[src/rtl/rgom_pkg.sv]
package rgom_pkg;

  // Bits needed to encode 0..n, so that index n (one past the last source) exists
  function automatic int idx_bits(input int n);
    return (n < 1) ? 1 : $clog2(n + 1);
  endfunction

endpackage

[src/rtl/rgom_release_dec.sv]
module rgom_release_dec #(
  parameter int NUM_SRC = 16,
  parameter int SEL_W   = 5
) (
  input  logic [SEL_W-1:0]   idx,
  output logic [NUM_SRC-1:0] open_vec
);

  // Compare against each legal index; anything else leaves every bit low
  always_comb begin
    open_vec = '0;
    for (int k = 0; k < NUM_SRC; k++) begin
      if (idx == SEL_W'(k)) open_vec[k] = 1'b1;
    end
  end

endmodule

[src/rtl/rgom_src_reg.sv]
module rgom_src_reg #(
  parameter int DATA_W = 32
) (
  input  logic              clk,
  input  logic              rst,
  input  logic              open_en,
  input  logic [DATA_W-1:0] d,
  output logic [DATA_W-1:0] q
);

  // Synchronous clear acts as the AND gate of the multiplexer
  always_ff @(posedge clk) begin
    if (rst || !open_en) q <= '0;
    else                 q <= d;
  end

  // a register that was not opened contributes nothing
  a_r4_closed_reg_zero: assert property (@(posedge clk) disable iff (rst)
    !open_en |=> (q == '0));

endmodule

[src/rtl/rgom_or_tree.sv]
module rgom_or_tree #(
  parameter int NUM_SRC = 16,
  parameter int DATA_W  = 32
) (
  input  logic [NUM_SRC*DATA_W-1:0] leaves,
  output logic [DATA_W-1:0]         root
);

  localparam int LVLS = (NUM_SRC > 1) ? $clog2(NUM_SRC) : 1;
  localparam int PADW = 1 << LVLS;

  // Heap layout: node 1 is the root, nodes PADW..2*PADW-1 are leaves
  logic [DATA_W-1:0] node [1:2*PADW-1];

  for (genvar i = 0; i < PADW; i++) begin : g_leaf
    if (i < NUM_SRC) begin : g_real
      assign node[PADW+i] = leaves[i*DATA_W +: DATA_W];
    end else begin : g_pad
      assign node[PADW+i] = '0;
    end
  end

  for (genvar j = 1; j < PADW; j++) begin : g_inner
    assign node[j] = node[2*j] | node[2*j+1];
  end

  assign root = node[1];

endmodule

[src/rtl/rgom_mux.sv]
module rgom_mux #(
  parameter int NUM_SRC = 16,
  parameter int DATA_W  = 32
) (
  input  logic                                     clk,
  input  logic                                     rst,
  input  logic [NUM_SRC*DATA_W-1:0]                src_data,
  input  logic [rgom_pkg::idx_bits(NUM_SRC)-1:0]   sel_idx,
  output logic [DATA_W-1:0]                        mux_out
);

  localparam int SEL_W = rgom_pkg::idx_bits(NUM_SRC);

  logic [NUM_SRC-1:0]        open_vec;
  logic [NUM_SRC*DATA_W-1:0] held;

  rgom_release_dec #(.NUM_SRC(NUM_SRC), .SEL_W(SEL_W)) u_dec (
    .idx      (sel_idx),
    .open_vec (open_vec)
  );

  for (genvar k = 0; k < NUM_SRC; k++) begin : g_src
    rgom_src_reg #(.DATA_W(DATA_W)) u_reg (
      .clk     (clk),
      .rst     (rst),
      .open_en (open_vec[k]),
      .d       (src_data[k*DATA_W +: DATA_W]),
      .q       (held[k*DATA_W +: DATA_W])
    );
  end

  rgom_or_tree #(.NUM_SRC(NUM_SRC), .DATA_W(DATA_W)) u_tree (
    .leaves (held),
    .root   (mux_out)
  );

  // Independent reference selection, used only by the checks below
  logic              chk_in_range;
  logic [DATA_W-1:0] chk_word;
  always_comb begin
    chk_in_range = (sel_idx < SEL_W'(NUM_SRC));
    chk_word     = '0;
    for (int k = 0; k < NUM_SRC; k++) begin
      if (chk_in_range && (sel_idx == SEL_W'(k))) chk_word = src_data[k*DATA_W +: DATA_W];
    end
  end

  // at most one source register is opened in any cycle
  a_r3_single_open: assert property (@(posedge clk) disable iff (rst)
    $onehot0(open_vec));

  // in-range index passes the word sampled at the previous edge
  a_r2_selected_word: assert property (@(posedge clk) disable iff (rst)
    (!$past(rst) && $past(chk_in_range)) |-> (mux_out == $past(chk_word)));

  // out-of-range index yields zero
  a_r5_range_zero: assert property (@(posedge clk) disable iff (rst)
    !$past(chk_in_range) |-> (mux_out == '0));

  // first cycle after reset reads zero
  a_r1_after_reset: assert property (@(posedge clk) disable iff (rst)
    $past(rst) |-> (mux_out == '0));

endmodule

[config.mk]
export PLATFORM = sky130hd
export DESIGN_NAME = rgom_mux
export DESIGN_NICKNAME = d
export VERILOG_FILES = /design/src/rtl/rgom_pkg.sv /design/src/rtl/rgom_release_dec.sv /design/src/rtl/rgom_src_reg.sv /design/src/rtl/rgom_or_tree.sv /design/src/rtl/rgom_mux.sv
export SDC_FILE = /design/constraint.sdc
export NUM_CORES = 1
export LEC_CHECK = 0
export ABC_AREA = 1
export BUFFER_PORTS_ARGS = -buffer_cell sky130_fd_sc_hd__buf_2
export CORE_ASPECT_RATIO = 0.7
export CORE_MARGIN = 10
export CORE_UTILIZATION = 50
export DETAILED_ROUTE_END_ITERATION = 8
export HOLD_SLACK_MARGIN = 0.03
export PLACE_DENSITY = 0.84
export SKIP_CTS_REPAIR_TIMING = 1
export SLEW_MARGIN = 20
export SYNTH_ARGS = -nofsm -noshare
export SYNTH_HDL_FRONTEND = slang
export SYNTH_HIERARCHICAL = 1
export SYNTH_SLANG_ARGS = --single-unit
export TNS_END_PERCENT = 1
[constraint.sdc]
create_clock -name clk -period 1.42 [get_ports clk]
set_input_delay 0.071 -clock clk [delete_from_list [all_inputs] [get_ports clk]]
set_output_delay 0.071 -clock clk [all_outputs]
set_load 0.05 [all_outputs]
==> summary.txt <==
Outcome
  – Status: complete, but fails checks
  – Violated checks: DRC, setup timing

Clocking
  – # clock sinks: 512
  – H-Tree Depth: 2
  – Worst-path clk slew: 70 ps
  – CTS tree: yes
  – Clk root buf: clkbuf_16
  – Max clock buf depth: 3
  – Inserted Clock Buffers: between 40 and 50

GRT
  – GRT overflow: 0
  – Gr usage total: 0.246
  – Pin count of the biggest net entering global routing: 33
  – Vias in the first global route: 15100
  – First-pass GRT wire length: approximately 80000 um
  – Initial antenna violation count: around 50

Hold path
  – Worst hold path class: in2reg

Pwr
  – Power per cell area: 1100 mW/mm2
  – Total chip power: ~0.031 W
  – VDD IR max: a little over 1000 uV
  – Leak pwr: approximately 15 nW

Setup path
  – Crit path required time: around 1400 ps
  – CP endpoint kind: output pin
  – Critical path startpoint category: flop
  – Crit Path Max Fanout: 1
  – WS Path Type: reg2out
  – CP arrival: 1980 ps

Synthesis
  – Yosys top cell area share: 0.572
  – Synth Area per Inst: about 8.4 um2
  – Cell variety after synth: 8
  – Yosys reg bits: ~500
  – Largest area contributor in the netlist: dfxtp_1
  – Synthesized area: 0.0179 mm2
  – Mapped Cells: 2131
  – Syn. warnings: 6
  – Syn Nets: between 2000 and 3000
  – Largest cells by area after synthesis: dfxtp_1 (57%), nor2_2 (17%), inv_1 (11%), nor2_1 (7.7%), nand2_1 (3.5%)
  – Register area share after synthesis: 0.572

Routing
  – Initial DRT Pass Iterations: 9
  – Final wirelength: between 90000 and 100000 um
  – Drt drc: 1
  – Vias per cell: about 5.3
  – WL per Instance: around 25 um
  – Routed via count: 20200
  – Detail Route Antenna Nets: 0
  – Iter 0 DRT Violations: around 2800

Final layout
  – Final net count: between 3000 and 4000
  – Top Registers: g_src.u_reg/q (512)
  – Max reg flops: roughly 510
  – Area grow syn2layout: 57.5%
  – Share of post-route cells with drive strength above 1: 0.371
  – Fin cells: 3796
  – Biggest register: g_src.u_reg/q

Floorplan
  – Die area: approximately 0.044 mm2
  – Initial Util: 0.512
  – Number of I/O pins: 551
  – # rows: 57
  – Die H: between 150 and 200 um
  – Core area: approximately 0.035 mm2
  – Die W: 246 um

Timing
  – Tmin final: between 2000 and 2500 ps
  – Final setup fails: 32
  – RSZ-0062 raised after global routing: yes
  – Worst setup margin: -631 ps
  – Hold WS: 32.5 ps
  – Slew @ Worst Pin: 484 ps
  – Period utilisation layout: 1.44
  – Slew margin rel.: 0.678
  – Fin. Hold Viols: 0
  – Peak Freq: between 0.4 and 0.5 GHz
  – Final slew viol count: 0

Placed design
  – Placed Cells: 3143
  – Final GP Congestion: 0.922
  – Final HPWL DP: around 43000 um
  – # port buffers: 550

Job
  – Number of max-cap violations: 0
synth_stat cells (all sizes together):
master / instances
buf: 48
dfxtp: 512
inv: 534
nand2: 184
nand3: 3
nor2: 850
cell type report:
class                   count  area [um2]
repair buffers           1100        8420
fillers                  1738        6760
clock inverters            13        77.6
well taps                 472         591
multi-input cells        1037        5340
clock buffers              72        1430
inverters                 534        2000
flip-flops and latches    512       10200
diodes                     56         140
stage by stage:
stage	worst slack, ps	setup TNS (ps)	cell area, um2	utilization
after floorplan	558	0	17900	-
after global routing	-675	-11440	28200	0.805
after detailed placement	172	0	21200	0.605
after CTS	-420	-9170	22700	0.648
after global placement	177	0	21200	0.605
final	-631	-10170	28300	0.807
per-layer routing:
layer	routed length (um)	track usage	part of all wire
met4	10100	0.0867	0.11
met5	94	0	0.00098
met3	12500	0.0610	0.13
met2	43800	0.432	0.46
met1	29200	0.290	0.31
cell families (layout without fill, tap and decap cells):
family / Yosys count / after routing / share of synthesized area
other: 0 / 56 / 0
flip-flops: 512 / 512 / 0.572
AND/OR/NAND/NOR: 1037 / 1037 / 0.287
buffers and inverters: 582 / 1719 / 0.142
worst paths after layout:
kind,startpoint,to,slack (ps),cells after the start
worst max-delay path,g_src[7].u_reg/q[26]$_SDFF_PP0_,mux_out[26],-630,5
worst min-delay path,rst,g_src[10].u_reg/q[31]$_SDFF_PP0_,30,4
layout by cell type (no fill, tap or decap), drive strengths merged:
cell type    instances
nor2               850
buf                588
inv                536
dfxtp              512
dlygate4sd3        512
nand2              184
clkbuf              72
diode               56
clkinv               9
nand3                3
clkinvlp             2
worst max-delay path, stage by stage (launching register included):
cell and delay, ps:
dfxtp_1 320, nor2_1 150, nand2_1 150, nor2_2 180, nand2_1 290, buf_2 320
where the power goes:
part           total (W)  leakage (nW)  internal, W  switching, W
sequential        0.0145          4.13       0.0144     0.0000383
combinational    0.00368          9.98      0.00179       0.00189
clock             0.0129         0.748      0.00698       0.00591
total             0.0310          14.9       0.0232       0.00784
(Power assumes the default switching activity.)
